[config.mk]
export PLATFORM = sky130hd
export DESIGN_NAME = cfg_unlock_seq
export DESIGN_NICKNAME = d
export VERILOG_FILES = /design/src/rtl/cfg_seq_pkg.sv /design/src/rtl/cfg_key_match.sv /design/src/rtl/cfg_index_decode.sv /design/src/rtl/cfg_seq_core.sv /design/src/rtl/cfg_unlock_seq.sv
export SDC_FILE = /design/constraint.sdc
export NUM_CORES = 1
export LEC_CHECK = 0
export BUFFER_PORTS_ARGS = -buffer_cell sky130_fd_sc_hd__buf_2
export CAP_MARGIN = 25
export CORE_ASPECT_RATIO = 1.1
export CORE_MARGIN = 4
export CORE_UTILIZATION = 50
export CTS_BUF_LIST = sky130_fd_sc_hd__clkbuf_16
export CTS_CLUSTER_DIAMETER = 150
export DETAILED_ROUTE_END_ITERATION = 6
export GPL_ROUTABILITY_DRIVEN = 0
export PLACE_DENSITY = 0.69
export SLEW_MARGIN = 40
export SYNTH_ARGS = -nofsm -noshare
export SYNTH_HDL_FRONTEND = slang
export SYNTH_SLANG_ARGS = --single-unit
[constraint.sdc]
create_clock -name clk -period 9.2 [get_ports clk]
set_input_delay 0.92 -clock clk [delete_from_list [all_inputs] [get_ports clk]]
set_output_delay 0.92 -clock clk [all_outputs]
set_load 0.1 [all_outputs]
[src/rtl/cfg_seq_pkg.sv]
package cfg_seq_pkg;

    localparam int BYTE_W  = 8;
    localparam int IO_W    = 16;
    localparam int IRQ_W   = 4;
    localparam int DMA_W   = 3;
    localparam int NUM_IO  = 3;
    localparam int NUM_IRQ = 2;
    localparam int NUM_DMA = 2;

    // Index codes: the host software depends on these values
    localparam logic [BYTE_W-1:0] IDX_CSN   = 8'h06;
    localparam logic [BYTE_W-1:0] IDX_LDN   = 8'h15;
    localparam logic [BYTE_W-1:0] IDX_IO0   = 8'h47;
    localparam logic [BYTE_W-1:0] IDX_IO1   = 8'h48;
    localparam logic [BYTE_W-1:0] IDX_IO2   = 8'h42;
    localparam logic [BYTE_W-1:0] IDX_IRQ0  = 8'h22;
    localparam logic [BYTE_W-1:0] IDX_IRQ1  = 8'h27;
    localparam logic [BYTE_W-1:0] IDX_DMA0  = 8'h2A;
    localparam logic [BYTE_W-1:0] IDX_DMA1  = 8'h25;
    localparam logic [BYTE_W-1:0] IDX_ACT   = 8'h33;
    localparam logic [BYTE_W-1:0] CMD_LEAVE = 8'h79;

    typedef enum logic [1:0] {
        ST_IDLE,
        ST_INDEX,
        ST_VAL,
        ST_VAL_LO
    } seq_state_e;

    typedef enum logic [2:0] {
        FLD_NONE,
        FLD_CSN,
        FLD_LDN,
        FLD_IO,
        FLD_IRQ,
        FLD_DMA,
        FLD_ACT
    } fld_kind_e;

    typedef struct packed {
        fld_kind_e   kind;
        logic [1:0]  slot;
    } fld_sel_t;

    typedef struct packed {
        logic [BYTE_W-1:0]                ldn;
        logic [NUM_IO-1:0][IO_W-1:0]      io;
        logic [NUM_IRQ-1:0][IRQ_W-1:0]    irq;
        logic [NUM_DMA-1:0][DMA_W-1:0]    dma;
        logic                             act;
    } dev_rec_t;

    // Shift right, feeding bit0 xor bit1 into the top
    function automatic logic [BYTE_W-1:0] key_step(input logic [BYTE_W-1:0] b);
        return {b[0] ^ b[1], b[BYTE_W-1:1]};
    endfunction

endpackage

[src/rtl/cfg_key_match.sv]
module cfg_key_match
    import cfg_seq_pkg::*;
#(
    parameter int                KEY_LEN   = 32,
    parameter logic [BYTE_W-1:0] KEY_SEED0 = 8'h96,
    parameter logic [BYTE_W-1:0] KEY_SEED1 = 8'h35
) (
    input  logic              clk,
    input  logic              rst_n,
    input  logic              clr,
    input  logic              byte_vld,
    input  logic [BYTE_W-1:0] byte_in,
    output logic              unlock
);
    localparam int POS_W = $clog2(KEY_LEN);
    localparam logic [POS_W-1:0] LAST = POS_W'(KEY_LEN - 1);

    typedef struct packed {
        logic [POS_W-1:0] pos;
    } km_t;

    km_t q, d;

    // Expected key byte at a position, regenerated from the seeds
    function automatic logic [BYTE_W-1:0] key_at(input logic [POS_W-1:0] p);
        logic [BYTE_W-1:0] b;
        b = KEY_SEED1;
        for (int k = 1; k < KEY_LEN; k++) begin
            if (k < int'(p)) b = key_step(b);
        end
        return (p == '0) ? KEY_SEED0 : b;
    endfunction

    logic [BYTE_W-1:0] expect_byte;
    logic              hit;

    always_comb begin
        d           = q;
        unlock      = 1'b0;
        expect_byte = key_at(q.pos);
        hit         = byte_vld && (byte_in == expect_byte);
        if (clr) begin
            d.pos = '0;
        end else if (byte_vld) begin
            if (hit) begin
                if (q.pos == LAST) begin
                    d.pos  = '0;
                    unlock = 1'b1;
                end else begin
                    d.pos = POS_W'(q.pos + 1'b1);
                end
            end else begin
                d.pos = '0;
            end
        end
    end

    always_ff @(posedge clk) begin
        if (!rst_n) q <= '0;
        else        q <= d;
    end

    a_r2_mismatch_restarts: assert property (@(posedge clk) disable iff (!rst_n)
        (byte_vld && !clr && byte_in != key_at(q.pos)) |=> (q.pos == '0));

    a_r2_match_advances: assert property (@(posedge clk) disable iff (!rst_n)
        (byte_vld && !clr && byte_in == key_at(q.pos) && q.pos != LAST)
        |=> (q.pos == POS_W'($past(q.pos) + 1'b1)));

    a_r10_lock_restarts: assert property (@(posedge clk) disable iff (!rst_n)
        clr |=> (q.pos == '0));

endmodule

[src/rtl/cfg_index_decode.sv]
module cfg_index_decode
    import cfg_seq_pkg::*;
(
    input  logic [BYTE_W-1:0] idx,
    output fld_sel_t          sel
);
    always_comb begin
        sel.slot = 2'd0;
        unique case (idx)
            IDX_CSN:  sel.kind = FLD_CSN;
            IDX_LDN:  sel.kind = FLD_LDN;
            IDX_IO0:  sel.kind = FLD_IO;
            IDX_IO1:  begin sel.kind = FLD_IO;  sel.slot = 2'd1; end
            IDX_IO2:  begin sel.kind = FLD_IO;  sel.slot = 2'd2; end
            IDX_IRQ0: sel.kind = FLD_IRQ;
            IDX_IRQ1: begin sel.kind = FLD_IRQ; sel.slot = 2'd1; end
            IDX_DMA0: sel.kind = FLD_DMA;
            IDX_DMA1: begin sel.kind = FLD_DMA; sel.slot = 2'd1; end
            IDX_ACT:  sel.kind = FLD_ACT;
            default:  sel.kind = FLD_NONE;
        endcase
    end

    a_r9_slot_range: assert final (sel.slot != 2'd3);

endmodule

[src/rtl/cfg_seq_core.sv]
module cfg_seq_core
    import cfg_seq_pkg::*;
(
    input  logic              clk,
    input  logic              rst_n,
    input  logic              lock,
    input  logic              wr_en,
    input  logic [BYTE_W-1:0] wr_data,
    input  logic              unlock,
    input  fld_sel_t          sel_in,
    output logic              key_vld,
    output logic              in_config,
    output logic              csn_strobe,
    output logic [BYTE_W-1:0] csn_value,
    output logic              commit_strobe,
    output dev_rec_t          commit_rec
);
    typedef struct packed {
        seq_state_e        state;
        fld_sel_t          sel;
        dev_rec_t          pend;
        logic              pend_vld;
        logic              csn_stb;
        logic [BYTE_W-1:0] csn_val;
        logic              com_stb;
        dev_rec_t          com_rec;
    } core_t;

    core_t q, d;

    always_comb begin
        d         = q;
        d.csn_stb = 1'b0;
        d.com_stb = 1'b0;
        key_vld   = wr_en && !lock && (q.state == ST_IDLE);

        if (lock) begin
            d.state = ST_IDLE;
        end else if (wr_en) begin
            unique case (q.state)
                ST_IDLE: begin
                    if (unlock) begin
                        d.state    = ST_INDEX;
                        d.pend     = '0;
                        d.pend_vld = 1'b0;
                    end
                end
                ST_INDEX: begin
                    if (wr_data == CMD_LEAVE) begin
                        if (q.pend_vld) begin
                            d.com_stb = 1'b1;
                            d.com_rec = q.pend;
                        end
                        d.pend_vld = 1'b0;
                        d.state    = ST_IDLE;
                    end else begin
                        d.sel   = sel_in;
                        d.state = ST_VAL;
                    end
                end
                ST_VAL: begin
                    d.state = ST_INDEX;
                    unique case (q.sel.kind)
                        FLD_CSN: begin
                            d.csn_stb = 1'b1;
                            d.csn_val = wr_data;
                        end
                        FLD_LDN: begin
                            if (q.pend_vld) begin
                                d.com_stb = 1'b1;
                                d.com_rec = q.pend;
                            end
                            d.pend     = '0;
                            d.pend.ldn = wr_data;
                            d.pend_vld = 1'b1;
                        end
                        FLD_IO: begin
                            if (q.pend_vld)
                                d.pend.io[q.sel.slot] = {wr_data, {(IO_W-BYTE_W){1'b0}}};
                            d.state = ST_VAL_LO;
                        end
                        FLD_IRQ: begin
                            if (q.pend_vld)
                                d.pend.irq[q.sel.slot[0]] = wr_data[IRQ_W-1:0];
                        end
                        FLD_DMA: begin
                            if (q.pend_vld)
                                d.pend.dma[q.sel.slot[0]] = wr_data[DMA_W-1:0];
                        end
                        FLD_ACT: begin
                            if (q.pend_vld)
                                d.pend.act = wr_data[0];
                        end
                        default: ;
                    endcase
                end
                ST_VAL_LO: begin
                    if (q.pend_vld)
                        d.pend.io[q.sel.slot][BYTE_W-1:0] = wr_data;
                    d.state = ST_INDEX;
                end
                default: d.state = ST_IDLE;
            endcase
        end
    end

    always_ff @(posedge clk) begin
        if (!rst_n) q <= '0;
        else        q <= d;
    end

    assign in_config     = (q.state != ST_IDLE);
    assign csn_strobe    = q.csn_stb;
    assign csn_value     = q.csn_val;
    assign commit_strobe = q.com_stb;
    assign commit_rec    = q.com_rec;

    a_r10_lock_forces_idle: assert property (@(posedge clk) disable iff (!rst_n)
        lock |=> !in_config);

    a_r3_leave_to_idle: assert property (@(posedge clk) disable iff (!rst_n)
        (q.state == ST_INDEX && wr_en && !lock && wr_data == CMD_LEAVE) |=> !in_config);

    a_r12_commit_single: assert property (@(posedge clk) disable iff (!rst_n)
        commit_strobe |=> !commit_strobe);

    a_r8_commit_needs_record: assert property (@(posedge clk) disable iff (!rst_n)
        commit_strobe |-> $past(q.pend_vld));

    a_r4_csn_from_port: assert property (@(posedge clk) disable iff (!rst_n)
        csn_strobe |-> ($past(wr_en) && $past(wr_data) == csn_value));

    a_r12_record_holds: assert property (@(posedge clk) disable iff (!rst_n)
        !commit_strobe |-> $stable(commit_rec));

endmodule

[src/rtl/cfg_unlock_seq.sv]
module cfg_unlock_seq
    import cfg_seq_pkg::*;
#(
    parameter int          KEY_LEN   = 32,
    parameter logic [7:0]  KEY_SEED0 = 8'h96,
    parameter logic [7:0]  KEY_SEED1 = 8'h35
) (
    input  logic        clk,
    input  logic        rst_n,
    input  logic        cfg_lock,
    input  logic        wr_en,
    input  logic [7:0]  wr_data,
    output logic        in_config,
    output logic        csn_strobe,
    output logic [7:0]  csn_value,
    output logic        commit_strobe,
    output logic [7:0]  commit_ldn,
    output logic [15:0] commit_io0,
    output logic [15:0] commit_io1,
    output logic [15:0] commit_io2,
    output logic [3:0]  commit_irq0,
    output logic [3:0]  commit_irq1,
    output logic [2:0]  commit_dma0,
    output logic [2:0]  commit_dma1,
    output logic        commit_active
);
    logic     key_vld;
    logic     unlock;
    fld_sel_t sel;
    dev_rec_t rec;

    cfg_key_match #(
        .KEY_LEN   (KEY_LEN),
        .KEY_SEED0 (KEY_SEED0),
        .KEY_SEED1 (KEY_SEED1)
    ) u_key (
        .clk      (clk),
        .rst_n    (rst_n),
        .clr      (cfg_lock),
        .byte_vld (key_vld),
        .byte_in  (wr_data),
        .unlock   (unlock)
    );

    cfg_index_decode u_dec (
        .idx (wr_data),
        .sel (sel)
    );

    cfg_seq_core u_core (
        .clk           (clk),
        .rst_n         (rst_n),
        .lock          (cfg_lock),
        .wr_en         (wr_en),
        .wr_data       (wr_data),
        .unlock        (unlock),
        .sel_in        (sel),
        .key_vld       (key_vld),
        .in_config     (in_config),
        .csn_strobe    (csn_strobe),
        .csn_value     (csn_value),
        .commit_strobe (commit_strobe),
        .commit_rec    (rec)
    );

    assign commit_ldn    = rec.ldn;
    assign commit_io0    = rec.io[0];
    assign commit_io1    = rec.io[1];
    assign commit_io2    = rec.io[2];
    assign commit_irq0   = rec.irq[0];
    assign commit_irq1   = rec.irq[1];
    assign commit_dma0   = rec.dma[0];
    assign commit_dma1   = rec.dma[1];
    assign commit_active = rec.act;

endmodule

==> results of run 1 <==
## path summary, 6_finish.rpt
check	startpoint	to	slack, ns	cells past startpoint
setup / recovery	u_key.q[1]	u_core.q[112]	4.88	10
hold / removal	u_core.commit_rec[48]	u_core.commit_rec[48]	0.45	2
setup reg to reg	u_key.q[1]	u_core.q[112]	4.88	10
hold reg to reg	u_core.commit_rec[48]	u_core.commit_rec[48]	0.45	2
## power groups by stage
stage               combinational, mW  clock, mW  sequential [mW]
floorplan                      0.0293          0            0.730
global placement               0.0456          0            0.730
detailed placement             0.0455          0            0.730
CTS                            0.0454      0.621            0.714
global route                   0.0498      0.653            0.714
finish                         0.0459      0.608            0.714
## registers in the layout, indices dropped and copies added, names as in the netlist
signal	flops
u_core.commit_strobe	1
u_core.csn_strobe	1
u_key.q	5
u_core.q	79
u_core.csn_value	8
u_core.commit_rec	71
## cell families (layout without fill, tap and decap cells)
logic type | after synthesis | after routing
AND/OR/NAND/NOR | 349 | 349
AO/OA/AOI/OAI | 236 | 236
flip-flops | 165 | 165
buffers and inverters | 150 | 138
adder cells (fa/ha/maj) | 8 | 8
multiplexers | 8 | 8
XOR/XNOR | 5 | 5
## layout make-up
| type | instances | share of cell area, % |
|---|---|---|
| Sequential cell | 165 | 41.09 |
| Clock inverter | 11 | 0.8547 |
| Inverter | 12 | 0.5594 |
| Clock buffer | 17 | 5.284 |
| Timing Repair Buffer | 98 | 6.247 |
| Multi-Input combinational cell | 606 | 42.92 |
| Tap cell | 196 | 3.046 |
## tightest hold or removal path, delay by kind of cell (launching register included)
kind | cells | cell delay (ns)
AO/OA/AOI/OAI | 1 | 0.05
flip-flops | 1 | 0.30
AND/OR/NAND/NOR | 1 | 0.05
## through the flow
step / power, mW / setup slack (ns)
finish: 1.368 / 4.879
global placement: 0.7758 / 5.048
floorplan: 0.7596 / 6.195
CTS: 1.381 / 4.934
detailed placement: 0.7757 / 4.955
global route: 1.417 / 4.473
## Yosys cell counts, drive strengths merged, types with 4 or more instances
cell type	count	share of area [%]
o2bb2ai	25	2.9
o32ai	11	1.3
a31oi	8	0.66
o22ai	18	2.1
nand2	207	10
nor2	49	2.4
nor3	11	0.87
a22o	6	0.69
or3	4	0.33
and2	8	0.66
nand2b	10	0.82
nand4	9	0.90
xnor2	5	0.57
inv	10	0.49
ha	8	1.3
and3	6	0.49
nand3b	4	0.39
mux2i	8	1.0
o21ai	15	1.0
nand3	17	1.1
o211ai	7	0.69
nor2b	9	0.74
dfxtp	165	43
a32o	18	2.4
o21a	6	0.59
clkbuf	44	2.2
a21oi	96	6.3
buf	94	8.9
## per-layer routing
| metal | GRT usage (%) | share of wire, % |
|---|---|---|
| met1 | 28.94 | 46 |
| met3 | 5.506 | 7.2 |
| met4 | 6.496 | 1.2 |
| met2 | 32.61 | 46 |
| met5 | 0 | 0 |
==> summary.txt, run 1 <==
Status
  • Status: completed

Job
  • Max Cap Viol: 0

Layout
  • Most frequent cells in the layout: 205 x nand2_1, 161 x dfxtp_1, 96 x a21oi_1
  • Post-route insts no fill: around 1100
  • Layout Nets: 920
  • Area Overhead vs Synth: 5.457%
  • Fin util: roughly 54%
  • Share of post-route cells with drive strength above 1: 16.61%
  • Sequential cell area: 3308 µm²
  • Number of diodes: 0
  • Fillers: between 1000 and 1500
  • Post-route cell area: roughly 8100 µm²
  • Commonest non-fill, non-tap cell in the layout: nand2_1
  • Multi-input logic area: around 3500 µm²

Synth
  • Share of flip-flops with an asynchronous set or reset: 0%
  • Main flop type after synthesis: dfxtp_1
  • Mapped Avg Cell Area: 8.290 µm²
  • Compound-Gate Fraction of Synth Area: 21.68%
  • EDFF count, synth: 0
  • Largest family of logic cells by synthesized area: compound AO/OA/AOI/OAI gates
  • Simple-gate share of the synthesized area: between 20% and 30%
  • Library cells used by synthesis: 65
  • Net Count, Synth: 941
  • Cell area after synthesis: 7635 µm²
  • Adder-cell area share of the yosys netlist: under 10%
  • Yosys reg bits: roughly 170
  • Yosys warns: 0
  • Seq/Total Area, Yosys: a little over two fifths
  • Mux contribution to synthesized area: between 1 and 1.5%
  • Syn Inst Count: a little over 900
  • Synth Area in XOR/XNOR: less than 1%

Placement
  • Placed cells: between 1000 and 1500
  • Placed Area: around 7600 µm²
  • Post-DP HPWL: roughly 12 mm
  • PortBufs: 93

Power
  • Clk pwr share: 44.4%
  • Switching Share: between 20% and 30%
  • P per Cell Area: between 150 and 200 nW/µm²
  • Pleak: 3.000 nW
  • Net Switching: 309.8 µW
  • Internal Power: 1.058 mW
  • Maximum vdd drop: approximately 0.11 mV
  • Combinational power share: ~3.4%
  • Reg power frac: 52.2%

Critical path
  • CP Buf/Inv Count: 1
  • Crit path cell chain: clkinv_1 -> ha_1 -> or2_1 -> a211o_1 -> and4_1 -> a311oi_2 -> o2111ai_2 -> o21ai_2 -> nand3_1 -> a32o_1
  • Critical path class: reg2reg
  • Worst path slowest cell: dfxtp_1
  • Setup crit start kind: flop
  • Setup crit end kind: flop
  • CP arrival: 4.63 ns
  • Largest stage delay, worst path: between 0.8 and 0.9 ns
  • Crit-path max FO: 28
  • Crit-path leading delay family: compound AO/OA/AOI/OAI gates
  • Required time of the critical path: between 9 and 10 ns

Clock tree
  • Setup repair bufs after CTS: 0
  • Hold-fix buffers at CTS: 0
  • Num CTS Buffers: 17
  • Resized Gates After CTS: 0
  • Max Root-Sink Buffers: 2
  • Clock Sinks: approximately 170
  • Clock-pin slew on the worst setup and hold paths: around 0.060 ns
  • Worst-Skew Late Latency: around 0.43 ns
  • Clock tree root buffer cell: clkbuf_16
  • CTS tree: done
  • Number of H-tree levels: 4

Routing
  • Avg WL per Cell: approximately 16 µm
  • Routed Antenna Nets: 0
  • DRT Pass-1 Iters: 5
  • Drt via density: about 5.6
  • DRC: 0
  • Initial DRC count: ~540
  • Post-detailed-routing wire length: between 15 and 20 mm
  • Vias: 6231

STA
  • Period utilisation layout: approximately 47%
  • Final Hold Fails: 0
  • Maximum clock frequency: 0.2314 GHz
  • Final setup skew: about 0.015 ns
  • Least-Margin Pin Slew: approximately 0.81 ns
  • Minimum clock period: about 4.3 ns
  • Max-slew violation count: 0
  • Final setup viols: 0
  • Total negative slack: 0 ns
  • Relative slew slack: 45.64%
  • Final Hold Slack: 0.4477 ns
  • RSZ-0062 raised after global routing: no

Floorplanning
  • Die W: about 130 µm
  • Initial Util: 50.91%
  • Die H: around 140 µm
  • Core box area: between 10000 and 15000 µm²
  • Row Count: 47
  • I/O pin count: 94
  • Die area: 17310 µm²

GRT
  • First-pass GRT wire length: about 30 mm
  • Initial antenna violation count: 0
  • Overflow after GRT: 0
  • Largest net degree at the start of global routing: 60
  • Vias in the first global route: between 5000 and 6000
  • GRT Util Overall: approximately a fifth

Min path
  • Hold Path Class: reg2reg
No activity file was read; power rests on OpenSTA's default activity.
==> run 2, diff against run 1 <==
PLACE_DENSITY = 0.72   (was 0.69)
clock period = 3.9 ns   (was 9.2 ns; I/O delays follow)
==> run 2 against run 1 <==
Sequential share of layout area down 1.1 points. Total power rose to 2.6 times the previous value. Sequential power up 140%. Count of clock-buffer cells in the layout unchanged. Largest power group is now the clock network.
==> summary.txt, run 2 (synthesized netlist as in run 1, its figures left out) <==
Status
  • Status: completed

Layout
  • Fillers: 1436 (+2.1%)
  • Share of post-route cells with drive strength above 1: 17.68% (+1.1 points)
  • Multi-input logic area: 3456 µm² (unchanged)
  • Commonest non-fill, non-tap cell in the layout: nand2_1
  • Number of diodes: 0 (unchanged)
  • Most frequent cells in the layout: 205 x nand2_1, 164 x dfxtp_1, 96 x a21oi_1
  • Largest Register: u_core.q
  • Area Overhead vs Synth: 8.194%
  • Sequential cell area: 3304 µm² (-0.11%)
  • Fin util: 55.09% (+1.4 points)
  • Max reg flops: 79 (unchanged)
  • Layout Nets: 929 (+0.98%)

Clock tree
  • Number of H-tree levels: 4 (unchanged)
  • CTS tree: done
  • Num CTS Buffers: 17 (unchanged)
  • Clock tree root buffer cell: clkbuf_16
  • Max Root-Sink Buffers: 2 (unchanged)
  • Hold-fix buffers at CTS: 0 (unchanged)
  • Clock Sinks: 165 (unchanged)
  • Resized Gates After CTS: 0 (unchanged)
  • Worst-Skew Late Latency: 0.43 ns (about the same)
  • Setup repair bufs after CTS: 0 (unchanged)
  • Clock-pin slew on the worst setup and hold paths: 0.07 ns (about the same)

Critical path
  • CP arrival: 3.66 ns (-0.97 ns)
  • Required time of the critical path: 4.21 ns (-5.30 ns)
  • Largest stage delay, worst path: 0.47 ns (-0.38 ns)
  • FF-to-FF setup slack: 0.56 ns (-4.32 ns)
  • Crit-path max FO: 10 (-64%)
  • Setup crit end kind: flop
  • Crit path cell chain: clkinv_1 -> ha_1 -> or2_1 -> a211o_1 -> and4_1 -> a311oi_2 -> o2111ai_2 -> o21ai_2 -> nand3_1 -> a32o_1
  • Setup crit start kind: flop
  • Critical path class: reg2reg
  • Worst path slowest cell: o21ai_2

Floorplanning
  • Row Count: 47 (unchanged)
  • Die H: 137.6 µm (unchanged)
  • Core box area: 15000 µm² (unchanged)
  • Die area: 17310 µm² (unchanged)
  • I/O pin count: 94 (unchanged)
  • Initial Util: 50.91% (unchanged)
  • Die W: 125.8 µm (unchanged)

Power
  • Clk pwr share: 49.2% (+4.8 points)
  • Pleak: 3.121 nW (+4.0%)
  • Reg power frac: 47.6% (-4.6 points)
  • Internal Power: 2.736 mW (+160%)
  • Maximum vdd drop: 0.2502 mV (+130%)
  • P per Cell Area: 428.7 nW/µm² (+150%)
  • Net Switching: 805.4 µW (+160%)
  • Switching Share: 22.74% (+0.097 points)
  • Combinational power share: 3.2% (-0.2 points)

Routing
  • Initial DRC count: 640 (+19%)
  • Drt via density: 5.716 (+1.4%)
  • DRC: 0 (unchanged)
  • Post-detailed-routing wire length: 18.32 mm (+0.85%)
  • Routed Antenna Nets: 0 (unchanged)
  • Vias: 6390 (+2.6%)
  • Avg WL per Cell: 16.39 µm (-0.33%)
  • DRT Pass-1 Iters: 5 (unchanged)

STA
  • Relative slew slack: 49.51% (+3.9 points)
  • Least-Margin Pin Slew: 0.7566 ns (-0.05771 ns)
  • Max-slew violation count: 0 (unchanged)
  • Final setup skew: 0.01131 ns (-0.004116 ns)
  • Minimum clock period: 3.345 ns (-0.9761 ns)
  • RSZ-0062 raised after global routing: no
  • Maximum clock frequency: 0.2990 GHz (+29%)
  • Final Hold Fails: 0 (unchanged)
  • Total negative slack: 0 ns (unchanged)
  • Final setup viols: 0 (unchanged)
  • Period utilisation layout: 85.76% (+39 points)

Placement
  • Post-DP HPWL: 12.47 mm (+2.4%)
  • PortBufs: 93 (unchanged)

GRT
  • Largest net degree at the start of global routing: 72 (+20%)
  • Vias in the first global route: 5807 (+2.0%)
  • GRT Util Overall: 21.03% (-0.021 points)
  • Overflow after GRT: 0 (unchanged)
  • First-pass GRT wire length: 29.48 mm (+0.52%)
  • Initial antenna violation count: 0 (unchanged)

Min path
  • Hold Path Class: in2reg

Job
  • Max Cap Viol: 0 (unchanged)
## run 2: cell count changes in the layout (fill, tap and decap cells not counted), sizes merged
| cell | change |
|---|---|
| bufinv | +3 |
| clkinvlp | -4 |
| clkinv | -2 |
| buf | +9 |
| inv | +7 |
## run 2: routing by layer
metal	vias up	wire length [µm]	track usage, %
li1	3134	-	-
met1	2990	8487	28.86
met2	230	8139	31.75
met3	36	1230	5.622
met4	0	465	8.105
met5	-	0	0
## run 2: critical path: cells and delay by family, from the launching register on
kind / cells / cell delay (ns)
compound gates: 5 / 1.60
simple gates: 3 / 0.78
flops: 1 / 0.33
fa+ha+maj: 1 / 0.32
buf+inv: 1 / 0.17
## run 2: metrics by stage
| step | power [mW] | cells | hold WS [ns] | cell area, µm² | worst slack [ns] |
|---|---|---|---|---|---|
| 5_1_grt | 3.667 | 1118 | 0.3154 | 8260 | 0.3299 |
| 4_1_cts | 3.568 | 1118 | 0.2759 | 8259 | 0.4397 |
| 2_1_floorplan | 1.792 | 921 | 0.4315 | 7635 | 0.9517 |
| 3_3_place_gp | 1.834 | 1086 | 0.4396 | 7645 | 0.5302 |
| 6_report | 3.541 | 1118 | 0.3030 | 8260 | 0.5553 |
| 3_5_place_dp | 1.834 | 1086 | 0.4444 | 7645 | 0.4747 |
## run 2: power groups by stage
stage	clock (mW)	sequential, mW	combinational (mW)
after floorplan	0	1.72	0.0692
after detailed placement	0	1.72	0.111
after global routing	1.86	1.68	0.121
final	1.74	1.68	0.113
after CTS	1.77	1.68	0.112
after global placement	0	1.72	0.112
## run 2: area by class of cell
class                      instances  area share (%)
timing repair buffer             107           7.210
tap                              196           2.969
multi-input combinational        606           41.84
clock buffer                      17           5.150
sequential                       165           40.00
inverter                          12          0.5453
clock inverter                    15           2.287
## run 2: worst paths after layout
check / startpoint / endpoint / depth (start not counted)
hold reg to reg: u_core.commit_rec[35] / u_core.commit_rec[35] / 2
setup / recovery: u_key.q[1] / u_core.q[127] / 10
hold / removal: wr_en / u_core.q[81] / 2
setup reg to reg: u_key.q[1] / u_core.q[127] / 10
==> run 3, diff against run 2 <==
SYNTH_HIERARCHICAL = 1   (was not set)
==> run 3 against run 2 <==
Sequential share of layout area fell by 1.8 points. Register-to-register slack got worse by 0.25 ns. Synthesized area rose by 5.6%. Wire length rose by 2.9%. Clock skew fell by 0.0059 ns. Sequential cell count did not move. Count of clock-buffer cells in the layout did not move. Synthesized cell count fell by 8.8%.
==> summary.txt, run 3 <==
Status
  • Status: completed

Critical path
  • Required time of the critical path: 4.25 ns (+0.04 ns)
  • CP arrival: 3.94 ns (+0.28 ns)
  • Setup crit start kind: flop
  • Setup crit end kind: flop
  • FF-to-FF setup slack: 0.31 ns (-0.25 ns)
  • Reg2reg start: u_key/q[1]
  • Critical path class: reg2reg
  • Reg2reg path depth: 12 (+2)
  • Crit-path max FO: 24 (+14)
  • Reg-to-reg endpoint: u_core/q[118]
  • Setup crit start: u_key/q[1]

STA
  • Final setup viols: 0 (unchanged)
  • Final Hold Fails: 0 (unchanged)
  • Max-slew violation count: 0 (unchanged)
  • Period utilisation layout: 92.09% (+6.3 points)
  • Minimum clock period: 3.592 ns (+0.2469 ns)
  • Relative slew slack: 48.11% (-1.4 points)
  • Final setup skew: 0.005387 ns (-0.005920 ns)
  • Final Hold Slack: 0.2452 ns (-0.05779 ns)
  • Total negative slack: 0 ns (unchanged)
  • RSZ-0062 raised after global routing: no
  • Maximum clock frequency: 0.2784 GHz (-6.9%)
  • Worst setup margin: 0.3084 ns (-0.2469 ns)
  • Least-Margin Pin Slew: 0.7682 ns (+0.01161 ns)

Synth
  • Most common cell in the netlist: dfxtp_1
  • Yosys warns: 6 (+6)
  • Seq/Total Area, Yosys: 40.96% (-2.3 points)
  • Commonest cells post-synth: 165 x dfxtp_1, 82 x buf_4, 82 x nand2_1
  • Synth top area share: 40.96% (-2.3 points)
  • Library cells used by synthesis: 85 (+31%)
  • EDFF count, synth: 0 (unchanged)
  • Syn Inst Count: 840 (-8.8%)
  • Net Count, Synth: 861 (-8.5%)
  • Cell taking the most area after synthesis: dfxtp_1
  • Mapped Avg Cell Area: 9.601 µm² (+16%)
  • Share of flip-flops with an asynchronous set or reset: 0% (unchanged)
  • Main flop type after synthesis: dfxtp_1
  • Cell area after synthesis: 8065 µm² (+5.6%)
  • Top cells by area, synth: dfxtp_1 41%, a32o_2 9.8%, buf_4 7.6%
  • Yosys reg bits: 165 (unchanged)

Placement
  • Placed cells: 1022 (-5.9%)
  • Post-DP HPWL: 12.53 mm (+0.48%)
  • PortBufs: 93 (unchanged)
  • Worst slack at placement: 0.3779 ns (-0.09677 ns)

Min path
  • Hold Path Class: in2reg
  • WHS Endpoint: u_core/q[158]
  • Worst Hold Depth: 2 (unchanged)
  • HP Start: cfg_lock

Routing
  • Avg WL per Cell: 17.89 µm (+9.1%)
  • Routed Antenna Nets: 0 (unchanged)
  • DRC: 0 (unchanged)
  • Initial DRC count: 528 (-18%)
  • DRT Pass-1 Iters: 5 (unchanged)
  • Drt via density: 6.012 (+5.2%)
  • Post-detailed-routing wire length: 18.85 mm (+2.9%)
  • Vias: 6337 (-0.83%)

GRT
  • Initial antenna violation count: 0 (unchanged)
  • Vias in the first global route: 5982 (+3.0%)
  • Largest net degree at the start of global routing: 83 (+15%)
  • Overflow after GRT: 0 (unchanged)
  • GRT Util Overall: 20.55% (-0.48 points)
  • First-pass GRT wire length: 30.19 mm (+2.4%)

Job
  • Max Cap Viol: 0 (unchanged)

Floorplanning
  • Core box area: 15740 µm² (+4.9%)
  • Die W: 129.1 µm (+2.6%)
  • Die area: 18230 µm² (+5.3%)
  • Row Count: 48 (+2.1%)
  • Initial Util: 51.26% (+0.34 points)
  • Die H: 141.2 µm (+2.6%)
  • I/O pin count: 94 (unchanged)

Layout
  • Most frequent cells in the layout: 165 x dfxtp_1, 92 x buf_2, 82 x nand2_1
  • Largest Register: u_core/q
  • Fillers: 1409 (-1.9%)
  • Post-route insts no fill: 1054 (-5.7%)
  • Fin util: 55.00% (-0.084 points)
  • Area Overhead vs Synth: 7.307%
  • Max reg flops: 79 (unchanged)
  • Share of post-route cells with drive strength above 1: 28.69% (+11 points)
  • Layout Nets: 862 (-7.2%)
  • Number of diodes: 0 (unchanged)
  • Commonest non-fill, non-tap cell in the layout: dfxtp_1

Power
  • Internal Power: 2.657 mW (-2.9%)
  • Pleak: 3.780 nW (+21%)
  • P per Cell Area: 398.0 nW/µm² (-7.2%)
  • Clk pwr share: 48.0% (-1.2 points)
  • Reg power frac: 48.9% (+1.3 points)
  • Combinational power share: 3.1% (about the same)
  • Net Switching: 787.5 µW (-2.2%)
  • Switching Share: 22.86% (+0.12 points)
  • Maximum vdd drop: 0.2975 mV (+19%)

Clock tree
  • Clock tree root buffer cell: clkbuf_16
  • Num CTS Buffers: 17 (unchanged)
  • Number of H-tree levels: 4 (unchanged)
  • Clock Sinks: 165 (unchanged)
  • Clock-pin slew on the worst setup and hold paths: 0.06 ns (about the same)
  • Resized Gates After CTS: 0 (unchanged)
  • Setup repair bufs after CTS: 0 (unchanged)
  • CTS tree: done
  • Worst-Skew Late Latency: 0.43 ns (about the same)
  • Hold-fix buffers at CTS: 0 (unchanged)
  • Max Root-Sink Buffers: 2 (unchanged)
[run 3: critical path, stage by stage (launching register included)]
cell and delay, ns:
dfxtp_1 0.34, buf_4 0.27, and2_1 0.19, o211ai_1 0.11, a211oi_1 0.28, xor2_1 0.18
nor4b_2 0.36, nand3_1 0.14, nor3b_2 0.23, nor2b_1 0.12, or3_1 0.37, or4_1 0.70
o22ai_1 0.22
[run 3: metal layers]
layer  vias up  track usage, %  routed length, µm
li1       3070               -                  -
met1      3042           27.87               8668
met2       188           31.91               8639
met3        37           5.078               1079
met4         0           7.131                463
met5         -               0                  0
[run 3: layout make-up]
cell class | instances | area (µm²) | area share, %
multi-input combinational | 514 | 3730 | 43.10
sequential | 165 | 3303 | 38.17
timing repair buffer | 125 | 724.4 | 8.371
clock buffer | 17 | 425.4 | 4.915
tap | 200 | 250.2 | 2.891
clock inverter | 15 | 153.9 | 1.778
inverter | 18 | 67.56 | 0.7807
[run 3: logic make-up after synthesis]
group / Yosys count / share of synthesized area [%]
AND/OR/NAND/NOR: 246 / 17.38
adder cells (fa/ha/maj): 10 / 1.520
multiplexers: 17 / 2.125
flip-flops: 165 / 40.96
XOR/XNOR: 10 / 1.086
AO/OA/AOI/OAI: 231 / 24.11
buffers and inverters: 161 / 12.83
[run 3: worst max-delay path by stage]
stage                    end  slack (ns)  cells after the start
3_3_place_gp   u_core/q[117]        0.44                     13
3_5_place_dp   u_core/q[115]        0.38                     12
5_1_grt        u_core/q[113]        0.05                     13
6_report       u_core/q[118]        0.31                     12
2_1_floorplan  u_core/q[104]        0.13                     18
4_1_cts        u_core/q[118]        0.34                     12
[run 3: power by group through the flow]
stage,registers (mW),logic [mW],clock network [mW]
3_5_place_dp,1.72,0.105,0
6_report,1.68,0.108,1.65
3_3_place_gp,1.72,0.106,0
4_1_cts,1.68,0.105,1.68
5_1_grt,1.68,0.115,1.75
2_1_floorplan,1.72,0.0630,0
[run 3: stage by stage]
| stage | area [µm²] | power (mW) |
|---|---|---|
| floorplan | 8065 | 1.786 |
| global placement | 8069 | 1.828 |
| detailed placement | 8069 | 1.828 |
| CTS | 8648 | 3.472 |
| global route | 8655 | 3.547 |
| finish | 8655 | 3.445 |
